===== src/rtl/seg_pkg.sv =====
package seg_pkg;
  localparam int unsigned SEG_W       = 64;
  localparam int unsigned SEG_COUNT   = 8;
  localparam int unsigned CLASSIC_CNT = 4;
  localparam int unsigned SEL_W       = $clog2(SEG_COUNT);

  typedef enum logic {
    BEAT_BASE = 1'b0,
    BEAT_ATTR = 1'b1
  } beat_kind_e;
endpackage


===== src/rtl/seg_mode_ctl.sv =====
module seg_mode_ctl (
  input  logic clk_i,
  input  logic rst_ni,
  input  logic lma_i,
  input  logic attr_we_i,
  input  logic attr_long_i,
  output logic long_q_o,
  output logic mode64_o
);
  logic long_q;

  always_ff @(posedge clk_i) begin
    if (!rst_ni)        long_q <= 1'b0;
    else if (attr_we_i) long_q <= attr_long_i;
  end

  assign long_q_o = long_q;
  assign mode64_o = lma_i & long_q;

  p_attr_follow_r10: assert property (@(posedge clk_i) disable iff (!rst_ni)
    attr_we_i |=> long_q == $past(attr_long_i));
endmodule


===== src/rtl/seg_wr_decode.sv =====
module seg_wr_decode
  import seg_pkg::*;
(
  input  logic                 wr_valid_i,
  input  logic                 wr_kind_i,
  input  logic [SEL_W-1:0]     wr_sel_i,
  input  logic                 attr_long_i,
  input  logic                 long_q_i,
  output logic [SEG_COUNT-1:0] base_we_o,
  output logic                 attr_we_o,
  output logic                 zero_evt_o,
  output logic                 restore_evt_o
);
  logic base_beat;

  assign base_beat = wr_valid_i && (beat_kind_e'(wr_kind_i) == BEAT_BASE);
  assign attr_we_o = wr_valid_i && (beat_kind_e'(wr_kind_i) == BEAT_ATTR);

  always_comb begin
    base_we_o = '0;
    if (base_beat) base_we_o[wr_sel_i] = 1'b1;
  end

  assign zero_evt_o    = attr_we_o &&  attr_long_i && !long_q_i;
  assign restore_evt_o = attr_we_o && !attr_long_i &&  long_q_i;

  always_comb begin
    a_one_event_r9: assert ($onehot0({|base_we_o, attr_we_o}));
  end
endmodule


===== src/rtl/seg_base_slot.sv =====
module seg_base_slot #(
  parameter int unsigned W       = 64,
  parameter bit          CLASSIC = 1'b1
) (
  input  logic         clk_i,
  input  logic         rst_ni,
  input  logic         base_we_i,
  input  logic [W-1:0] data_i,
  input  logic         mode64_i,
  input  logic         zero_evt_i,
  input  logic         restore_evt_i,
  output logic [W-1:0] eff_o
);
  logic [W-1:0] eff_q;

  generate
    if (CLASSIC) begin : g_classic
      logic [W-1:0] arch_q;

      always_ff @(posedge clk_i) begin
        if (!rst_ni) begin
          arch_q <= '0;
          eff_q  <= '0;
        end else begin
          if (base_we_i) arch_q <= data_i;
          if (zero_evt_i)                     eff_q <= '0;
          else if (restore_evt_i)             eff_q <= arch_q;
          else if (base_we_i && !mode64_i)    eff_q <= data_i;
        end
      end

      p_hold_in64_r4: assert property (@(posedge clk_i) disable iff (!rst_ni)
        (base_we_i && mode64_i) |=> $stable(eff_q));
      p_zero_on_set_r5: assert property (@(posedge clk_i) disable iff (!rst_ni)
        zero_evt_i |=> eff_q == '0);
      p_restore_r6: assert property (@(posedge clk_i) disable iff (!rst_ni)
        restore_evt_i |=> eff_q == $past(arch_q));
    end else begin : g_pass
      logic unused_ctl;
      assign unused_ctl = mode64_i ^ zero_evt_i ^ restore_evt_i;

      always_ff @(posedge clk_i) begin
        if (!rst_ni)        eff_q <= '0;
        else if (base_we_i) eff_q <= data_i;
      end

      p_copy_r2: assert property (@(posedge clk_i) disable iff (!rst_ni)
        base_we_i |=> eff_q == $past(data_i));
      p_attr_ignored_r8: assert property (@(posedge clk_i) disable iff (!rst_ni)
        !base_we_i |=> $stable(eff_q));
    end
  endgenerate

  assign eff_o = eff_q;
endmodule


===== src/rtl/seg_eff_base_tracker.sv =====
module seg_eff_base_tracker
  import seg_pkg::*;
#(
  parameter int unsigned LONG_BIT = 0
) (
  input  logic                            clk_i,
  input  logic                            rst_ni,
  input  logic                            lma_i,
  input  logic                            wr_valid_i,
  output logic                            wr_ready_o,
  input  logic                            wr_kind_i,
  input  logic [SEL_W-1:0]                wr_sel_i,
  input  logic [SEG_W-1:0]                wr_data_i,
  output logic                            mode64_o,
  output logic [SEG_COUNT-1:0][SEG_W-1:0] eff_base_o
);
  logic [SEG_COUNT-1:0] base_we;
  logic attr_we, zero_evt, restore_evt, long_q, mode64;

  assign wr_ready_o = 1'b1;

  seg_wr_decode u_dec (
    .wr_valid_i    (wr_valid_i),
    .wr_kind_i     (wr_kind_i),
    .wr_sel_i      (wr_sel_i),
    .attr_long_i   (wr_data_i[LONG_BIT]),
    .long_q_i      (long_q),
    .base_we_o     (base_we),
    .attr_we_o     (attr_we),
    .zero_evt_o    (zero_evt),
    .restore_evt_o (restore_evt)
  );

  seg_mode_ctl u_mode (
    .clk_i       (clk_i),
    .rst_ni      (rst_ni),
    .lma_i       (lma_i),
    .attr_we_i   (attr_we),
    .attr_long_i (wr_data_i[LONG_BIT]),
    .long_q_o    (long_q),
    .mode64_o    (mode64)
  );

  for (genvar s = 0; s < SEG_COUNT; s++) begin : g_slot
    seg_base_slot #(
      .W       (SEG_W),
      .CLASSIC (s < CLASSIC_CNT)
    ) u_slot (
      .clk_i         (clk_i),
      .rst_ni        (rst_ni),
      .base_we_i     (base_we[s]),
      .data_i        (wr_data_i),
      .mode64_i      (mode64),
      .zero_evt_i    (zero_evt),
      .restore_evt_i (restore_evt),
      .eff_o         (eff_base_o[s])
    );
  end

  assign mode64_o = mode64;

  p_idle_stable_r9: assert property (@(posedge clk_i) disable iff (!rst_ni)
    !wr_valid_i |=> $stable(eff_base_o));
endmodule


===== config.mk =====
export PLATFORM = sky130hd
export DESIGN_NAME = seg_eff_base_tracker
export DESIGN_NICKNAME = d
export VERILOG_FILES = /design/src/rtl/seg_pkg.sv /design/src/rtl/seg_mode_ctl.sv /design/src/rtl/seg_wr_decode.sv /design/src/rtl/seg_base_slot.sv /design/src/rtl/seg_eff_base_tracker.sv
export SDC_FILE = /design/constraint.sdc
export NUM_CORES = 2
export LEC_CHECK = 0
export BUFFER_PORTS_ARGS = -buffer_cell sky130_fd_sc_hd__buf_2
export CORE_MARGIN = 3
export CORE_UTILIZATION = 49
export CTS_BUF_LIST = sky130_fd_sc_hd__clkbuf_4 sky130_fd_sc_hd__clkbuf_8
export CTS_CLUSTER_DIAMETER = 60
export DETAILED_ROUTE_END_ITERATION = 7
export PLACE_DENSITY_LB_ADDON = 0.15
export RECOVER_POWER = 50
export SLEW_MARGIN = 10
export SYNTH_ARGS = -nofsm -noshare
export SYNTH_HDL_FRONTEND = slang
export SYNTH_SLANG_ARGS = --single-unit

===== constraint.sdc =====
create_clock -name clk_i -period 2.5 [get_ports clk_i]
set_clock_uncertainty 0.15 [all_clocks]
set_input_delay 0.25 -clock clk_i [delete_from_list [all_inputs] [get_ports clk_i]]
set_output_delay 0.25 -clock clk_i [all_outputs]
set_load 0.02 [all_outputs]

==> results.json <==
{
  "syn_nets": 3806,
  "worst-setup-path-type": "flip-flop to flip-flop",
  "clock_latency_ns": 0.76,
  "max_freq_mhz": 424,
  "p_leak_nw": 11.9,
  "synth-seq-cells": 769,
  "crit_top_cell": "buf_12",
  "max_cap_viol_count": 0,
  "antenna_found_initial": 2,
  "synth.most_common_cell": "nand2_1",
  "status": "finished clean",
  "finalNonFillerCells": 5093,
  "arrival_ns": 2.85,
  "io_pins": 586,
  "avgSynthCellArea_um2": 7.96,
  "synthFlopType": "dfxtp_1",
  "max-vdd-ir-drop_uv": 477,
  "synth_area_leaders": "dfxtp_1, nand2_1, a21boi_0, a31oi_1, o21ai_0",
  "worstReg2RegEnd": "g_slot[1].u_slot.eff_o[52]",
  "grt_pass1_wl_mm": 157,
  "startpoint_type": "flip-flop",
  "rsz0062_at_grt": "false",
  "area_delta_synth_final_pct": 20.9,
  "crit_fanout": 53,
  "slew_headroom_pct": 30.0,
  "power_density_mw_per_mm2": 721,
  "synthTopCellsByCount": "nand2_1, dfxtp_1, a21boi_0",
  "cp-end-kind": "flip-flop",
  "hp-start": "wr_sel_i[2]",
  "grtUsageTotal_pct": 31.4,
  "slowest_stage": "dlygate4sd3_1",
  "ff2ff_path_depth": 7,
  "routedWlPerCell_um": 20.2,
  "seq_area_frac_synth_pct": 51.8,
  "portBuffers": 584,
  "synthArstFlopShare_pct": 0,
  "cts_tree": "yes",
  "cts_root_buf": "clkbuf_8",
  "numCtsBuffers": 130,
  "multiInputGateArea_mm2": 0.0129,
  "grt_pass1_vias": 26200,
  "die_y_um": 252,
  "yosysTopAreaCellShare_pct": 51.8,
  "hp-class": "input port to flip-flop",
  "drive_above_1_share_pct": 9.29,
  "synth_area_leader_cell": "dfxtp_1",
  "setup_violations": 0,
  "cts-htree-levels": 4,
  "place_hpwl_mm": 62.8,
  "regArea_mm2": 0.0154,
  "die_w_um": 252,
  "fin_nets": 4302,
  "start_util_pct": 50.0,
  "globalplace.congestion": 0.785,
  "viasPerCell": 5.50,
  "timing.final.crit_share_pct": 94.4,
  "overflow": 0,
  "cp.required_ns": 2.98,
  "fillers": 5586,
  "clock_path_buffers": 3,
  "postLayoutCoreUtil_pct": 60.4,
  "holdWs_ns": 0.155,
  "cts_sinks": 769,
  "min_path_cells": 5,
  "core_area_mm2": 0.0595,
  "hold_viol": 0,
  "grt_max_degree": 200,
  "vias": 28000,
  "drt-total-wl_mm": 103,
  "fin_tns_setup_ns": 0,
  "fin_crit_ns": 2.36,
  "path_cells": "nand3_1 > or2_4 > dlygate4sd3_1 > buf_12 > buf_12 > o21ai_0 > a31oi_1",
  "synth.cell_area_mm2": 0.0297,
  "ys_warn_count": 0,
  "cp_slowest_stage_delay_ns": 0.60,
  "dpl.cell_count": 4799,
  "ys_types": 32,
  "row_count": 89,
  "drc": 0,
  "ant_nets": 0,
  "dieArea_mm2": 0.0637,
  "reg2reg_slack_ns": 0.14,
  "postCtsSetupBuffers": 0,
  "worstMarginPinSlew_ns": 1.05,
  "whs_endpoint": "g_slot[1].u_slot.g_classic.arch_q[0]",
  "netlist_instances": 3734,
  "drt_iter0_markers": 2380,
  "r2r-start": "u_mode.long_q_o",
  "slew_viol_final": 0,
  "clk_pin_slew_ns": 0.06,
  "synth_edf_count": 0,
  "dr.pass1.iters": 6
}
[state kept, by name, summed over array words and instances, names as in the netlist]
register                        cells
g_slot.u_slot.eff_o               512
g_slot.u_slot.g_classic.arch_q    256
u_mode.long_q_o                     1
[worst max-delay path, delay by kind of cell, from the launching register on]
kind	cells	cell delay, ns
flip-flops	1	0.36
buffers and inverters	3	0.97
AND/OR/NAND/NOR	2	0.34
AO/OA/AOI/OAI	2	0.42
[metal layers]
| metal | up-vias | global-route usage, % | share of wire, % |
|---|---|---|---|
| met2 | 1113 | 50.7 | 46 |
| li1 | 13300 | - | - |
| met3 | 214 | 7.43 | 8.3 |
| met5 | - | 0 | 0.015 |
| met1 | 13400 | 40.9 | 42 |
| met4 | 2 | 12.6 | 3.7 |
[layout make-up]
class                           count  share of cell area, %
Multi-Input combinational cell   2599                   35.9
Clock buffer                      201                   7.11
Sequential cell                   769                   42.8
Tap cell                          773                   2.69
Timing Repair Buffer              729                   11.0
Clock inverter                     18                  0.414
Antenna cell                        3                 0.0209
Inverter                            1                 0.0104
[how the worst max path moves through the flow]
stage               startpoint                                    end  cells after the start  slack (ns)
2_1_floorplan        wr_kind_i             g_slot[2].u_slot.eff_o[10]                      7        0.63
3_3_place_gp       wr_sel_i[0]             g_slot[4].u_slot.eff_o[31]                      6        0.32
3_5_place_dp        wr_valid_i             g_slot[4].u_slot.eff_o[30]                      6        0.26
4_1_cts              wr_kind_i  g_slot[1].u_slot.g_classic.arch_q[46]                      8        0.13
5_1_grt             wr_valid_i             g_slot[6].u_slot.eff_o[20]                      8        0.04
6_report       u_mode.long_q_o             g_slot[1].u_slot.eff_o[52]                      7        0.14
[what timing repair did]
item	4_1_cts	5_1_grt
resized for setup	0	1
setup endpoints to repair	0	1
hold buffers	72	0
endpoints found under the hold margin	769	0
[cells by family (layout without fill, tap and decap cells)]
family          count (synthesis)  after routing  share of synthesized area [%]
flops                         769            769                           51.8
buf+inv                       366            949                           5.26
other cells                     1              4                         0.0126
compound gates               1026           1026                           22.7
simple gates                 1572           1572                           20.2
[power breakdown]
| group | internal [W] | total (W) | switching [W] |
|---|---|---|---|
| Clock | 0.00659 | 0.0117 | 0.00511 |
| Combinational | 0.000521 | 0.00167 | 0.00115 |
| Sequential | 0.0124 | 0.0125 | 0.0000952 |
| Total | 0.0196 | 0.0259 | 0.00635 |
[stage by stage]
step	power [W]	setup WS, ns	instance area, um^2
floorplan	0.0138	0.634	29700
global placement	0.0144	0.316	33200
detailed placement	0.0144	0.256	33200
CTS	0.0261	0.131	36600
global route	0.0268	0.0449	35900
finish	0.0259	0.139	35900
[placed cells by master, fill, tap and decap left out, types with 2 or more instances in the layout]
cell type      synthesis  layout
nor2_4                 0       2
nor3b_2                1       2
nand3_4                0       6
a31oi_1              252     252
buf_4                  1      34
and3_2                 0       4
clkbuf_1             240     499
buf_12                 0      32
nand3b_1               3       3
clkbuf_4               0      34
dlygate4sd3_1          0      72
a21boi_1             105      95
o21ai_0              253     253
nor2_1                 3       2
nand2_1             1536    1532
a21oi_1                4       4
nand2_2                0       4
clkinv_2               0       8
a21boi_0             408     418
clkbuf_2               0       5
nand3_1               11       5
clkbuf_8               0     167
a22oi_1                3       3
nor3_4                 2       4
diode_2                0       3
buf_2                107      85
inv_8                  0       2
inv_6                  0       3
clkinvlp_4             0       4
dfxtp_1              769     769
Note: power is estimated with default switching activity, not from simulation.
